## src/rtl/cr0_write_unit.sv

```systemverilog
module cr0_write_unit #(
  parameter logic [31:0] CR0_RESET = 32'h0000_0010
) (
  input  logic        clk,
  input  logic        rst_n,
  input  logic        req_valid,
  output logic        req_ready,
  input  logic [7:0]  op_byte0,
  input  logic [7:0]  op_byte1,
  input  logic [2:0]  modrm_reg,
  input  logic        lock_prefix,
  input  logic [31:0] src_data,
  input  logic [1:0]  cpu_mode,
  input  logic [1:0]  cpl,
  input  logic        seg_fault,
  input  logic        stack_fault,
  input  logic        page_fault,
  input  logic        noncanon_fault,
  input  logic [15:0] pf_code,
  input  logic        rsp_ready,
  output logic        rsp_valid,
  output logic [31:0] cr0,
  output logic        pe_switch,
  output logic        serialize,
  output logic [3:0]  exc_vec,
  output logic [15:0] exc_code
);
  localparam logic [1:0] MODE_REAL = 2'd0;
  localparam logic [1:0] MODE_V86  = 2'd2;

  logic accept, is_legacy, is_full, raise_ud, raise_priv, mem_ss, mem_gp, mem_pf;
  logic [3:0] nxt_exc;
  logic [15:0] nxt_code;
  logic [31:0] nxt_cr0;
  logic fresh, fresh_legacy;

  assign req_ready = !rsp_valid || rsp_ready;
  assign accept = req_valid && req_ready;

  assign is_legacy = op_byte0 == 8'h0F && op_byte1 == 8'h01 && modrm_reg == 3'd6;
  assign is_full   = op_byte0 == 8'h0F && op_byte1 == 8'h22 && modrm_reg == 3'd0;

  assign raise_ud   = lock_prefix || !(is_legacy || is_full);
  assign raise_priv = cpu_mode == MODE_V86 || (cpu_mode != MODE_REAL && cpl != 2'd0);
  assign mem_ss = is_legacy && stack_fault;
  assign mem_gp = is_legacy && (seg_fault || noncanon_fault);
  assign mem_pf = is_legacy && page_fault;

  always_comb begin
    nxt_exc  = 4'b0000;
    nxt_code = 16'h0000;
    if (raise_ud)        nxt_exc = 4'b0001;
    else if (raise_priv) nxt_exc = 4'b0010;
    else if (mem_ss)     nxt_exc = 4'b0100;
    else if (mem_gp)     nxt_exc = 4'b0010;
    else if (mem_pf) begin
      nxt_exc  = 4'b1000;
      nxt_code = pf_code;
    end
  end

  assign nxt_cr0 = is_legacy ? {cr0[31:4], src_data[3:1], cr0[0] | src_data[0]} : src_data;

  always_ff @(posedge clk) begin
    if (!rst_n) begin
      cr0          <= CR0_RESET;
      rsp_valid    <= 1'b0;
      pe_switch    <= 1'b0;
      serialize    <= 1'b0;
      exc_vec      <= 4'b0000;
      exc_code     <= 16'h0000;
      fresh        <= 1'b0;
      fresh_legacy <= 1'b0;
    end else begin
      fresh        <= accept;
      fresh_legacy <= accept && is_legacy && nxt_exc == 4'b0000;
      if (accept) begin
        rsp_valid <= 1'b1;
        exc_vec   <= nxt_exc;
        exc_code  <= nxt_code;
        serialize <= nxt_exc == 4'b0000;
        pe_switch <= nxt_exc == 4'b0000 && !cr0[0] && nxt_cr0[0];
        if (nxt_exc == 4'b0000) cr0 <= nxt_cr0;
      end else if (rsp_ready) begin
        rsp_valid <= 1'b0;
      end
    end
  end

  assert_exc_onehot_R10: assert property (@(posedge clk) disable iff (!rst_n)
    rsp_valid |-> $onehot0(exc_vec));
  assert_fault_keeps_cr0_R10: assert property (@(posedge clk) disable iff (!rst_n)
    fresh && exc_vec != 4'b0000 |-> $stable(cr0));
  assert_upper_kept_R2: assert property (@(posedge clk) disable iff (!rst_n)
    fresh_legacy |-> cr0[31:4] == $past(cr0[31:4]));
  assert_pe_sticky_R3: assert property (@(posedge clk) disable iff (!rst_n)
    fresh_legacy |-> !$fell(cr0[0]));
  assert_switch_rise_R4: assert property (@(posedge clk) disable iff (!rst_n)
    fresh && pe_switch |-> $rose(cr0[0]));
  assert_hold_R11: assert property (@(posedge clk) disable iff (!rst_n)
    rsp_valid && !rsp_ready && !accept |=> rsp_valid && $stable(exc_vec) && $stable(cr0));
endmodule

```

## config.mk

```make
export PLATFORM = sky130hd
export DESIGN_NAME = cr0_write_unit
export DESIGN_NICKNAME = d
export VERILOG_FILES = /design/src/rtl/cr0_write_unit.sv
export SDC_FILE = /design/constraint.sdc
export NUM_CORES = 1
export LEC_CHECK = 0
export BUFFER_PORTS_ARGS = -buffer_cell sky130_fd_sc_hd__buf_2
export CAP_MARGIN = 25
export CORE_MARGIN = 2
export CORE_UTILIZATION = 44
export CTS_CLUSTER_SIZE = 24
export DETAILED_ROUTE_END_ITERATION = 10
export PLACE_DENSITY = 0.8
export SETUP_SLACK_MARGIN = 0.1
export SYNTH_ARGS = -nofsm -noshare
export SYNTH_HDL_FRONTEND = slang
export SYNTH_SLANG_ARGS = --single-unit
```

## constraint.sdc

```tcl
create_clock -name clk -period 2.1 [get_ports clk]
set_clock_uncertainty 0.1 [all_clocks]
set_input_delay 0.315 -clock clk [delete_from_list [all_inputs] [get_ports clk]]
set_output_delay 0.315 -clock clk [all_outputs]
set_load 0.03 [all_outputs]
```

**Yosys cells after proc, flatten, opt, wreduce, memory -nomap -nowiden**

Index checks and enable logic that the tools add are counted.
Widths: inputs -> output; s select.

- Input bits: 80
- Bits in registers: 55
- Output and inout port bits: 56
- Word-level logic and storage cells: 53

- Eq/ne operators: 5
- Reductions and logical operators: 26
- Muxes and demuxes: 13
- Bitwise operators: 2

Operators with widths:

| cell | count |
|---|---|
| $mux 16 | 5 |
| $mux 4 | 5 |
| $logic_and 1x1->1 | 11 |
| $eq 8x1->1 const B | 1 |
| $eq 8x4->1 const B | 1 |
| $eq 8x6->1 const B | 1 |
| $reduce_bool 2->1 | 3 |
| $logic_or 1x1->1 | 5 |
| $logic_not 4->1 | 1 |
| $eq 3x3->1 const B | 1 |
| $logic_not 1->1 | 3 |
| $logic_not 3->1 | 1 |
| $mux 1 | 3 |
| $reduce_and 3->1 | 1 |
| $eq 2x2->1 const B | 1 |
| $reduce_and 2->1 | 1 |
| $not 1->1 | 1 |
| $or 1x1->1 | 1 |

**Logic depth before layout (Yosys ltp)**

- Depth after elaboration: 12
- Mapped depth: 7
- Gate-level depth less buffers: 5

**Worst setup path after synthesis**

Ideal clock, no wire load.

- Path type: register to register
- Start: reg rsp_valid
- End: reg cr0[11]
- Required time: 1.928 ns
- Stages on the path, launching flop included: 8
- Arrival time: 1.874 ns
- Clock period less this slack: 2.045 ns
- Path slack: 0.055 ns
- Library setup time: 0.072 ns
- Path through: dfxtp_1 nand2b_1 nand3b_1 a2111oi_4 and2_4 buf_12 buf_12 mux2i_1

- Longest elaborated chain between the ends: 4

Ends and longest elaborated chain:

| element | RTL line | source |
|---|---|---|
| start: declaration | 21 | `output logic rsp_valid,` |
| start signal: assignment | 67 | `rsp_valid <= 1'b0;` |
| start signal: assignment | 78 | `rsp_valid <= 1'b1;` |
| start signal: assignment | 85 | `rsp_valid <= 1'b0;` |
| $logic_not 1->1 | 37 | `assign req_ready = !rsp_valid \|\| rsp_ready;` |
| $logic_or 1x1->1 | 37 |  |
| named net req_ready | 7 | `output logic req_ready,` |
| $logic_and 1x1->1 | 38 | `assign accept = req_valid && req_ready;` |
| $reduce_and 3->1 (no source line) | n/a |  |
| end signal: assignment | 83 | `if (nxt_exc == 4'b0000) cr0 <= nxt_cr0;` |
| end: declaration | 22 | `output logic [31:0] cr0,` |

The timed path passes the listed nets, and every way through them passes these cells.
A chain may end at the register's enable or synchronous reset.

**Worst setup path after layout**

- Start: in op_byte0[6]
- End: reg cr0[21]

- Longest elaborated chain between the ends: 11
- Elaborated cells between the ends (all ways): 19
- Those cells by class: eq/ne (1); mux (5); bitwise (1); reduce/logical (12)

Ends and longest elaborated chain:

| element | RTL line | source |
|---|---|---|
| start: declaration | 8 | `input logic [7:0] op_byte0,` |
| $eq 8x4->1 * | 40, 41 |  |
| $logic_and 1x1->1 (2 in series) | 40 | `assign is_legacy = op_byte0 == 8'h0F && op_byte1 == 8'h01 && modrm_reg == 3'd6;` |
| $logic_and 1x1->1 | 47 | `assign mem_pf = is_legacy && page_fault;` |
| $mux 4 | 56 | `else if (mem_pf) begin` |
| $mux 4 | 55 | `else if (mem_gp) nxt_exc = 4'b0010;` |
| $mux 4 | 54 | `else if (mem_ss) nxt_exc = 4'b0100;` |
| $mux 4 | 53 | `else if (raise_priv) nxt_exc = 4'b0010;` |
| $mux 4 | 52 | `if (raise_ud) nxt_exc = 4'b0001;` |
| $logic_not 4->1 | 83 |  |
| $reduce_and 3->1 (no source line) * | n/a |  |

Mark *: on every way between the ends. The rest lies on a longest branch, timed or not.

==> metrics.txt <==
# TYPE chip_impl_metric gauge
chip_impl_metric{name="rows",unit=""} 26
chip_impl_metric{name="rr_worst_depth",unit=""} 6
chip_impl_metric{name="dp_hpwl",unit="µm"} 4135
chip_impl_metric{name="clkSlewWorstSetupHoldPaths",unit="ps"} 100
chip_impl_metric{name="total_leakage_power",unit="nW"} 1.515
chip_impl_metric{name="grtUsageTotal",unit="%"} 18.65
chip_impl_metric{name="timing.hold.worst_path_depth",unit=""} 3
chip_impl_metric{name="avgViaCountPerCell",unit=""} 4.878
chip_impl_metric{name="number_of_buffers_added_by_the_clock_tree_synthesis_step",unit=""} 5
chip_impl_info{name="ys_top_cells_by_area",value="sky130_fd_sc_hd__dfxtp_1, sky130_fd_sc_hd__nand2_1, sky130_fd_sc_hd__mux2i_1"} 1
chip_impl_metric{name="timing.final.ws_setup",unit="ps"} 370.8
chip_impl_metric{name="period_share",unit="%"} 82.34
chip_impl_info{name="highest_layer",value="met4"} 1
chip_impl_metric{name="routed_wl",unit="µm"} 5475
chip_impl_metric{name="antenna_violating_nets_post_route",unit=""} 0
chip_impl_metric{name="num_antenna_cells",unit=""} 0
chip_impl_metric{name="final_cells",unit=""} 469
chip_impl_metric{name="placement.setup.worst_slack",unit="ps"} 46.95
chip_impl_metric{name="initial_antenna_violation_count",unit=""} 0
chip_impl_metric{name="fp.dieW",unit="µm"} 77.22
chip_impl_metric{name="critical_path_required",unit="ps"} 2240
chip_impl_metric{name="placedInstanceArea",unit="µm²"} 3100
chip_impl_metric{name="clock.fmax",unit="MHz"} 578.3
chip_impl_metric{name="post-place-cells",unit=""} 461
chip_impl_metric{name="clock-sinks",unit=""} 55
chip_impl_metric{name="routabilityCongestion",unit=""} 0.7985
chip_impl_metric{name="clk-insertion-delay-late",unit="ps"} 290
chip_impl_metric{name="grt_first_pass_wirelength",unit="µm"} 9149
chip_impl_info{name="worstPathCellList",value="buf_2 -> nor4_4 -> nand4_4 -> a2111oi_4 -> and2_4 -> buf_12 -> mux2i_1"} 1
chip_impl_metric{name="yosysWarningCount",unit=""} 0
chip_impl_metric{name="syn_area",unit="µm²"} 2359
chip_impl_metric{name="drv_slew",unit=""} 0
chip_impl_metric{name="final_net_count",unit=""} 478
chip_impl_metric{name="fillerInstances",unit=""} 477
chip_impl_metric{name="area.growth.synth_to_final",unit="%"} 37.08
chip_impl_metric{name="die_area",unit="µm²"} 5962
chip_impl_metric{name="regToRegSetupSlack",unit="ps"} 420
chip_impl_metric{name="port_buffers",unit=""} 135
chip_impl_metric{name="clock_path_buffers",unit=""} 2
chip_impl_metric{name="number_of_distinct_library_cells_after_synthesis",unit=""} 35
chip_impl_metric{name="register_area",unit="µm²"} 1101
chip_impl_metric{name="post_cts_resized",unit=""} 0
chip_impl_metric{name="multi_input_area",unit="µm²"} 1131
chip_impl_metric{name="finalInstanceArea",unit="µm²"} 3233
chip_impl_metric{name="h-tree-depth",unit=""} 2
chip_impl_metric{name="synthesis.area_per_instance",unit="µm²"} 8.867
chip_impl_info{name="critPathLaunchType",value="input pin"} 1
chip_impl_metric{name="design_power_total",unit="mW"} 2.031
chip_impl_metric{name="p_per_area",unit="nW/µm²"} 628.1
chip_impl_metric{name="relSlewSlack",unit="%"} 63.56
chip_impl_metric{name="irDropWorstVdd",unit="µV"} 310.1
chip_impl_metric{name="syn_nets",unit=""} 346
chip_impl_metric{name="syn_inst",unit=""} 266
chip_impl_metric{name="tns",unit="ps"} 0
chip_impl_metric{name="postSynth.asyncResetShare",unit="%"} 0
chip_impl_metric{name="critPathBufInv",unit=""} 2
chip_impl_info{name="synth_top_cells_by_count",value="sky130_fd_sc_hd__nand2_1, sky130_fd_sc_hd__dfxtp_1, sky130_fd_sc_hd__mux2i_1"} 1
chip_impl_info{name="netlist.top_cell.by_area",value="sky130_fd_sc_hd__dfxtp_1"} 1
chip_impl_metric{name="drt-wirelength-per-cell",unit="µm"} 11.67
chip_impl_info{name="rsz0062_at_grt",value="no"} 1
chip_impl_metric{name="fin_worst_hold_slack",unit="ps"} 136.2
chip_impl_metric{name="grt_ovf",unit=""} 0
chip_impl_info{name="run_status",value="completed"} 1
chip_impl_metric{name="synth_top_cell_area_share",unit="%"} 46.68
chip_impl_info{name="clock_tree.root_cell",value="sky130_fd_sc_hd__clkbuf_8"} 1
chip_impl_info{name="worstHoldPathType",value="input pin to flip-flop"} 1
chip_impl_metric{name="grt_start_max_net_pins",unit=""} 45
chip_impl_metric{name="wl_met1",unit="µm"} 2465
chip_impl_metric{name="worst-path-stages",unit=""} 7
chip_impl_info{name="synth_flop_cell",value="sky130_fd_sc_hd__dfxtp_1"} 1
chip_impl_metric{name="synth-seq-cells",unit=""} 55
chip_impl_metric{name="critPathMaxFanout",unit=""} 22
chip_impl_info{name="tritoncts",value="done"} 1
chip_impl_metric{name="cts_post_setup_buffers_inserted",unit=""} 0
chip_impl_metric{name="die_height",unit="µm"} 77.22
chip_impl_info{name="worst_path_dominant_cell_family",value="simple AND/OR/NAND/NOR gates"} 1
chip_impl_metric{name="final-hold-violation-count",unit=""} 0
chip_impl_metric{name="number_of_iterations_in_the_first_detailed_routing_pass",unit=""} 4
chip_impl_metric{name="worst_pin_slew",unit="ps"} 541.6
chip_impl_metric{name="fin_crit",unit="ps"} 1729
chip_impl_metric{name="dr.first_iter.drc_count",unit=""} 53
chip_impl_metric{name="met3_wirelength",unit="µm"} 390
chip_impl_metric{name="yosysSeqAreaShare",unit="%"} 46.68
chip_impl_metric{name="share_of_cells_above_drive_strength_1",unit="%"} 39.60
chip_impl_info{name="crit_slowest_cell",value="sky130_fd_sc_hd__a2111oi_4"} 1
chip_impl_metric{name="holdBufCountCts",unit=""} 0
chip_impl_metric{name="postLayoutCoreUtil",unit="%"} 62.90
chip_impl_metric{name="route.vias.total",unit=""} 2288
chip_impl_metric{name="met2WireLength",unit="µm"} 2559
chip_impl_info{name="critPathCaptureType",value="flip-flop"} 1
chip_impl_metric{name="start_util",unit="%"} 45.89
chip_impl_metric{name="first_global_vias",unit=""} 2061
chip_impl_metric{name="floorplan.core_area",unit="µm²"} 5140
chip_impl_metric{name="max_stage_delay",unit="ps"} 320
chip_impl_info{name="criticalPathCategory",value="input pin to flip-flop"} 1
chip_impl_info{name="yosysMostFrequentCell",value="sky130_fd_sc_hd__nand2_1"} 1
chip_impl_metric{name="max-cap-violations",unit=""} 0
chip_impl_metric{name="worstPathArrival",unit="ps"} 1870
chip_impl_metric{name="drc",unit=""} 0
chip_impl_metric{name="setup_violation_total_in_the_final_timing_report",unit=""} 0
chip_impl_metric{name="ios",unit=""} 136
chip_impl_metric{name="synth-edff-count",unit=""} 0
-- sequential cells by signal, summed over array words and instances (netlist names) --
signal / cells
pe_switch: 1
cr0: 32
exc_code: 16
exc_vec: 4
rsp_valid: 1
serialize: 1
-- final timing paths --
| kind | start | to |
|---|---|---|
| setup / recovery | op_byte0[6] | cr0[21]$_SDFFE_PN0P_ |
| hold / removal | pf_code[15] | exc_code[15]$_SDFFE_PN0P_ |
| setup reg to reg | rsp_valid$_SDFFE_PN0P_ | cr0[21]$_SDFFE_PN0P_ |
| hold reg to reg | exc_code[0]$_SDFFE_PN0P_ | exc_code[0]$_SDFFE_PN0P_ |
-- cell usage in the layout, fill, tap and decap left out, drive strengths merged --
master / instances
a21boi: 5
a2111oi: 1
or2: 1
o21ai: 20
o211ai: 1
nand2b: 2
nor4: 5
and4bb: 1
nor4b: 1
a21oi: 2
and2: 2
nor3: 1
mux2i: 30
nand2: 83
a31o: 1
a22oi: 1
a211o: 1
nor2: 5
nor2b: 1
buf: 142
clkbuf: 6
dfxtp: 55
nand4b: 2
nand4: 3
bufinv: 2
nand3b: 1
inv: 4
nand3: 20
-- worst register-to-register path: stages, from the launching register on --
cell and delay [ps]:
sky130_fd_sc_hd__dfxtp_1 330, sky130_fd_sc_hd__nand2b_2 90, sky130_fd_sc_hd__nand3b_1 220, sky130_fd_sc_hd__a2111oi_4 270, sky130_fd_sc_hd__and2_4 210, sky130_fd_sc_hd__buf_12 190
sky130_fd_sc_hd__mux2i_1 210
-- per-layer routing --
layer  global-route usage (%)  up-vias
met2                    31.74       98
li1                         -     1158
met3                    4.588        6
met1                    23.59     1026
met5                        0        -
met4                    4.821        0
-- area by class of cell --
| cell class | instances | area share [%] |
|---|---|---|
| Sequential cell | 55 | 34.06 |
| Inverter | 4 | 0.4644 |
| Multi-Input combinational cell | 190 | 34.98 |
| Clock buffer | 6 | 2.245 |
| Timing Repair Buffer | 142 | 23.68 |
| Tap cell | 70 | 2.709 |
| Clock inverter | 2 | 1.858 |
-- power by group --
group          total [mW]  internal [mW]  leakage [nW]  switching (mW)
logic               0.181         0.0844          1.01          0.0964
registers            1.05           1.04         0.443         0.00135
clock network       0.804          0.477        0.0654           0.327
-- cell families (layout without fill, tap and decap cells) --
logic type	Yosys count	count (layout)	synth area share [%]
compound gates	32	32	8.807
mux	30	30	12.73
buf+inv	21	154	5.464
flops	55	55	46.68
simple gates	128	128	26.31
Power figures use the tool's default switching activity.
